File: config.mk
export PLATFORM = sky130hd
export DESIGN_NAME = csr_perm_check
export DESIGN_NICKNAME = d
export VERILOG_FILES = /design/src/rtl/csr_chk_pkg.sv /design/src/rtl/csr_def_decode.sv /design/src/rtl/csr_field_check.sv /design/src/rtl/csr_gate_check.sv /design/src/rtl/csr_perm_check.sv
export SDC_FILE = /design/constraint.sdc
export NUM_CORES = 1
export LEC_CHECK = 0
export CAP_MARGIN = 10
export CELL_PAD_IN_SITES_DETAIL_PLACEMENT = 1
export CELL_PAD_IN_SITES_GLOBAL_PLACEMENT = 1
export CORE_MARGIN = 4
export CORE_UTILIZATION = 51
export DETAILED_ROUTE_END_ITERATION = 16
export DONT_BUFFER_PORTS = 1
export GPL_ROUTABILITY_DRIVEN = 1
export PLACE_DENSITY = 0.95
export SETUP_SLACK_MARGIN = 0.1
export SYNTH_ARGS = -nofsm -noshare
export SYNTH_HDL_FRONTEND = slang
export SYNTH_SLANG_ARGS = --single-unit
export TNS_END_PERCENT = 5
File: constraint.sdc
create_clock -name vclk -period 6.4
set_clock_uncertainty 0.2 [all_clocks]
set_input_delay 0.96 -clock vclk [all_inputs]
set_output_delay 0.96 -clock vclk [all_outputs]
set_load 0.05 [all_outputs]
File: src/rtl/csr_chk_pkg.sv
package csr_chk_pkg;
    localparam int ADDR_W = 12;
    localparam int CNT_W  = 3;

    typedef enum logic [1:0] {
        PRIV_USR = 2'b00,
        PRIV_SUP = 2'b01,
        PRIV_RSV = 2'b10,
        PRIV_MCH = 2'b11
    } priv_e;

    localparam logic [ADDR_W-1:0] ADR_XLATE  = 12'h180;
    localparam logic [ADDR_W-1:0] ADR_ENTROPY = 12'h015;
    localparam logic [ADDR_W-1:0] ADR_CNT_LO = 12'hC00;
    localparam logic [ADDR_W-1:0] ADR_CNT_HI = 12'hC02;
    localparam logic [ADDR_W-1:0] ADR_HPM_LO = 12'hC03;
    localparam logic [ADDR_W-1:0] ADR_HPM_HI = 12'hC1F;
endpackage

File: src/rtl/csr_def_decode.sv
module csr_def_decode
    import csr_chk_pkg::*;
(
    input  logic [ADDR_W-1:0] addr,
    input  priv_e             priv,
    input  logic              has_s,
    input  logic              has_u,
    input  logic              xlen32,
    output logic              defined
);
    logic in_mch;
    logic in_sup_or_mch;

    assign in_mch        = (priv == PRIV_MCH);
    assign in_sup_or_mch = (priv == PRIV_MCH) || (priv == PRIV_SUP);

    always_comb begin
        defined = 1'b0;
        case (addr) inside
            12'hF11, 12'hF12, 12'hF13, 12'hF14,
            12'h300, 12'h301, 12'h304, 12'h305, 12'h320,
            [12'h340:12'h344],
            12'h3A0, 12'h3A2,
            [12'h3B0:12'h3BF],
            12'hB00, 12'hB02, 12'h7A0:
                defined = in_mch;
            12'h302, 12'h303:
                defined = in_mch && has_s;
            12'h306:
                defined = in_mch && has_u;
            12'h310, 12'h3A1, 12'h3A3, 12'hB80, 12'hB82:
                defined = in_mch && xlen32;
            12'h100, [12'h104:12'h106], [12'h140:12'h144], 12'h180:
                defined = has_s && in_sup_or_mch;
            [12'hC00:12'hC02]:
                defined = has_u;
            [12'hC80:12'hC82]:
                defined = has_u && xlen32;
            12'h015:
                defined = 1'b1;
            default:
                defined = 1'b0;
        endcase
    end
endmodule

File: src/rtl/csr_field_check.sv
module csr_field_check
    import csr_chk_pkg::*;
(
    input  logic [ADDR_W-1:0] addr,
    input  priv_e             priv,
    input  logic              wr,
    output logic              field_ok
);
    logic [1:0] acc_kind;
    logic [1:0] min_priv;
    logic       ro_hit;
    logic       rank_ok;

    assign acc_kind = addr[11:10];
    assign min_priv = addr[9:8];
    assign ro_hit   = wr && (acc_kind == 2'b11);
    assign rank_ok  = (priv >= min_priv);
    assign field_ok = !ro_hit && rank_ok;
endmodule

File: src/rtl/csr_gate_check.sv
module csr_gate_check
    import csr_chk_pkg::*;
(
    input  logic [ADDR_W-1:0] addr,
    input  priv_e             priv,
    input  logic              wr,
    input  logic              has_s,
    input  logic              tvm,
    input  logic [CNT_W-1:0]  mcnt,
    input  logic [CNT_W-1:0]  scnt,
    output logic              gate_ok
);
    localparam int IDX_W = $clog2(CNT_W + 1);

    logic [2**IDX_W-1:0] m_ext;
    logic [2**IDX_W-1:0] s_ext;
    logic [IDX_W-1:0]    idx;
    logic                is_cnt;
    logic                cnt_ok;
    logic                xlate_ok;
    logic                hpm_ok;
    logic                seed_ok;

    assign m_ext  = (2**IDX_W)'(mcnt);
    assign s_ext  = (2**IDX_W)'(scnt);
    assign idx    = addr[IDX_W-1:0];
    assign is_cnt = (addr >= ADR_CNT_LO) && (addr <= ADR_CNT_HI);

    always_comb begin
        cnt_ok = 1'b1;
        if (is_cnt) begin
            unique case (priv)
                PRIV_SUP: cnt_ok = m_ext[idx];
                PRIV_USR: cnt_ok = m_ext[idx] && (!has_s || s_ext[idx]);
                default:  cnt_ok = 1'b1;
            endcase
        end
    end

    assign xlate_ok = !((addr == ADR_XLATE) && (priv == PRIV_SUP) && tvm);
    assign hpm_ok   = !((addr >= ADR_HPM_LO) && (addr <= ADR_HPM_HI));
    assign seed_ok  = (addr != ADR_ENTROPY) || (wr && (priv == PRIV_MCH));
    assign gate_ok  = cnt_ok && xlate_ok && hpm_ok && seed_ok;
endmodule

File: src/rtl/csr_perm_check.sv
module csr_perm_check
    import csr_chk_pkg::*;
(
    input  logic [11:0] csr_addr,
    input  logic [1:0]  cur_priv,
    input  logic        is_write,
    input  logic        cfg_has_smode,
    input  logic        cfg_has_umode,
    input  logic        cfg_xlen32,
    input  logic        tvm_bit,
    input  logic [2:0]  mcnt_en,
    input  logic [2:0]  scnt_en,
    output logic        access_ok
);
    priv_e priv;
    logic  defined;
    logic  field_ok;
    logic  gate_ok;
    logic  priv_valid;

    assign priv       = priv_e'(cur_priv);
    assign priv_valid = (priv != PRIV_RSV);

    csr_def_decode u_def (
        .addr    (csr_addr),
        .priv    (priv),
        .has_s   (cfg_has_smode),
        .has_u   (cfg_has_umode),
        .xlen32  (cfg_xlen32),
        .defined (defined)
    );

    csr_field_check u_field (
        .addr     (csr_addr),
        .priv     (priv),
        .wr       (is_write),
        .field_ok (field_ok)
    );

    csr_gate_check u_gate (
        .addr    (csr_addr),
        .priv    (priv),
        .wr      (is_write),
        .has_s   (cfg_has_smode),
        .tvm     (tvm_bit),
        .mcnt    (mcnt_en),
        .scnt    (scnt_en),
        .gate_ok (gate_ok)
    );

    assign access_ok = priv_valid && defined && field_ok && gate_ok;

    // Final verdict checked against port-level rules, one per requirement.
    always_comb begin
        if (is_write && csr_addr[11:10] == 2'b11)
            p_ro_write_r1: assert (!access_ok) else $error("read-only write allowed");
        if (cur_priv < csr_addr[9:8])
            p_low_rank_r2: assert (!access_ok) else $error("privilege below field allowed");
        if (cur_priv == 2'b10)
            p_rsv_priv_r3: assert (!access_ok) else $error("reserved privilege allowed");
        if (csr_addr >= 12'hC03 && csr_addr <= 12'hC1F)
            p_hpm_hole_r4: assert (!access_ok) else $error("perf counter allowed");
        if (csr_addr == 12'h180 && cur_priv == 2'b01 && tvm_bit)
            p_xlate_trap_r8: assert (!access_ok) else $error("trapped translation access allowed");
        if (csr_addr == 12'h015 && (!is_write || cur_priv != 2'b11))
            p_seed_rule_r11: assert (!access_ok) else $error("seed access allowed");
        if (access_ok)
            p_ok_needs_def_r4: assert (defined && field_ok) else $error("verdict without decode");
    end
endmodule

==> flow_metrics.py <==
metrics = {
    "sta": {
        "maxSlewViolCount": 0,
        "setup_violations": 0,
        "timing.final.crit_share": 0.639,
        "setup_slack_ns": 2.31,
        "rsz0062_at_grt": "false",
        "finalSetupTns_ns": 0,
        "slew_headroom": 0.377,
        "fin_crit_ns": 4.09,
        "whs_ns": 2.19,
        "max_slew.worst_pin.slew_ns": 0.932,
        "fmax_ghz": 0.245,
        "report.final.hold_viol_count": 0,
    },
    "logic_synthesis": {
        "synthXorXnorAreaFrac": 0,
        "synth_top_area_share": 0.0565,
        "yosys.area_share.simple": 0.550,
        "yosysWarnings": 0,
        "synth.largest_area_cell": "nor4_1",
        "netlist_instances": 95,
        "synth_fa_ha_area_frac": 0.0377,
        "synth_area_leaders": "nor4_1 5.6%, nor2_1 5.1%, buf_6 5.1%",
        "synth_top_family_by_area": "simple AND/OR/NAND/NOR gates",
        "synth-compound-area-share": 0.260,
        "yosysMostFrequentCell": "nor2_1",
        "synth_commonest_cells": "9 x nor2_1, 7 x nand2_1, 6 x nor4_1",
        "muxShareOfSynthArea": 0.0301,
        "syn-num-nets": 122,
        "syn_area_sq_um": 664,
        "synthDistinctLibCells": 40,
        "synth.avg_cell_area_sq_um": 6.99,
        "ys_seq_area_frac": 0,
    },
    "floorplan": {
        "die_w_um": 44.1,
        "start_util": 0.567,
        "core_area_sq_mm": 0.00117,
        "die_height_um": 44.1,
        "io_pins": 26,
        "rows": 12,
        "die_area_sq_mm": 0.00194,
    },
    "power_and_ir_drop": {
        "clkPwrFrac": 0,
        "power_switching_mw": 0.00962,
        "swShare": 0.526,
        "pwr_density_cell_mw_per_mm2": 29.7,
        "power_frac_seq": 0,
        "ir_worst_vdd_mv": 0.0138,
        "power_frac_comb": 1.000,
        "p_int_mw": 0.00866,
        "leakage_nw": 0.188,
        "total_power_mw": 0.0183,
    },
    "clock_network": {
        "post-cts-setup-buffer-count": 0,
        "holdBufCountCts": 0,
        "cts-resized-gates": 0,
    },
    "placed_design": {
        "dp.cells": 101,
        "pre_cts_ws_ns": 2.34,
        "hpwl_um": 1910,
        "io_buffers": 0,
        "gp_congestion": 0.928,
        "placed_area_sq_um": 616,
    },
    "cells_and_area": {
        "post-route-util": 0.526,
        "stdcell_count": 101,
        "stdcell_area_sq_um": 616,
        "n_antenna_cell": 0,
        "fin_nets": 116,
        "register_area_sq_um": 0,
        "multi_input_area_sq_um": 583,
        "seq_cell_count": 0,
        "n_clock_buffer": 0,
        "fillers": 166,
        "drive_gt1_frac": 0.0920,
        "area_growth_pct": -7.34,
    },
    "grt": {
        "grt_first_pass_wirelength_um": 3950,
        "antenna_found_initial": 0,
        "overflow": 0,
        "grt_pass1_vias": 817,
        "grt_usage": 0.258,
        "grt_start_max_net_pins": 14,
    },
    "route": {
        "drc_errors": 0,
        "wl_um": 2340,
        "wire_per_inst_um": 23.1,
        "drtIter0Drc": 37,
        "via_per_inst": 7.99,
        "antenna_left": 0,
        "vias": 807,
        "dr.pass1.iters": 4,
    },
    "worst_setup_path": {
        "cp-end-kind": "primary output",
        "critical_path_arrival_ns": 2.93,
        "startpoint": "csr_addr[6]",
        "start_kind": "input port",
        "cp.required_ns": 5.24,
        "worst-setup-path-type": "in -> out",
        "critPathCapture": "access_ok",
        "crit_path_max_fanout": 10,
    },
    "run": {
        "maxCapViolCount": 0,
    },
    "outcome": {
        "outcome": "complete, no violations",
    },
    "min_path": {
        "min_path_type": "in -> out",
        "hp-start": "cur_priv[0]",
    },
}
## power groups by stage
stage / logic [mW] / registers [mW] / clock network, mW
5_1_grt: 0.0202 / 0 / 0
3_5_place_dp: 0.0178 / 0 / 0
4_1_cts: 0.0179 / 0 / 0
3_3_place_gp: 0.0169 / 0 / 0
6_report: 0.0183 / 0 / 0
2_1_floorplan: 0.0224 / 0 / 0
## layout by cell type, fill, tap and decap left out, types with 3 or more instances in the layout
cell,n
nor2_1,9
nand2_1,7
nor4_1,6
nor2b_1,5
inv_1,4
nand3_1,4
nand4_1,3
o21ai_0,3
nor3_1,3
o2111ai_1,3
## layer usage
| layer | GRT usage | up-vias | wire [um] |
|---|---|---|---|
| li1 | - | 366 | - |
| met1 | 0.350 | 385 | 945 |
| met2 | 0.451 | 54 | 1130 |
| met3 | 0.0325 | 2 | 255 |
| met4 | 0.0120 | 0 | 8 |
| met5 | 0 | - | 0 |
## worst max-delay path: stages
cell and delay (ns):
or4b_1 0.56, nor2_1 0.20, a211oi_2 0.10, o2111ai_1 0.27
nor4_1 0.10, nor2b_1 0.73
## how the worst min path moves through the flow
stage                     depth (start not counted)        end
after global routing                              3  access_ok
final                                             3  access_ok
after floorplan                                   3  access_ok
after CTS                                         3  access_ok
after detailed placement                          3  access_ok
after global placement                            3  access_ok
## cells by family (layout without fill, tap and decap cells)
group / Yosys count / count (layout)
AND/OR/NAND/NOR: 57 / 57
buffers and inverters: 12 / 4
AO/OA/AOI/OAI: 22 / 22
adder cells (fa/ha/maj): 2 / 2
multiplexers: 2 / 2
## layout make-up
cell class / instances / area share
Tap cell: 14 / 0.0285
Multi-Input combinational cell: 83 / 0.947
Inverter: 4 / 0.0244
(Power assumes the default switching activity.)
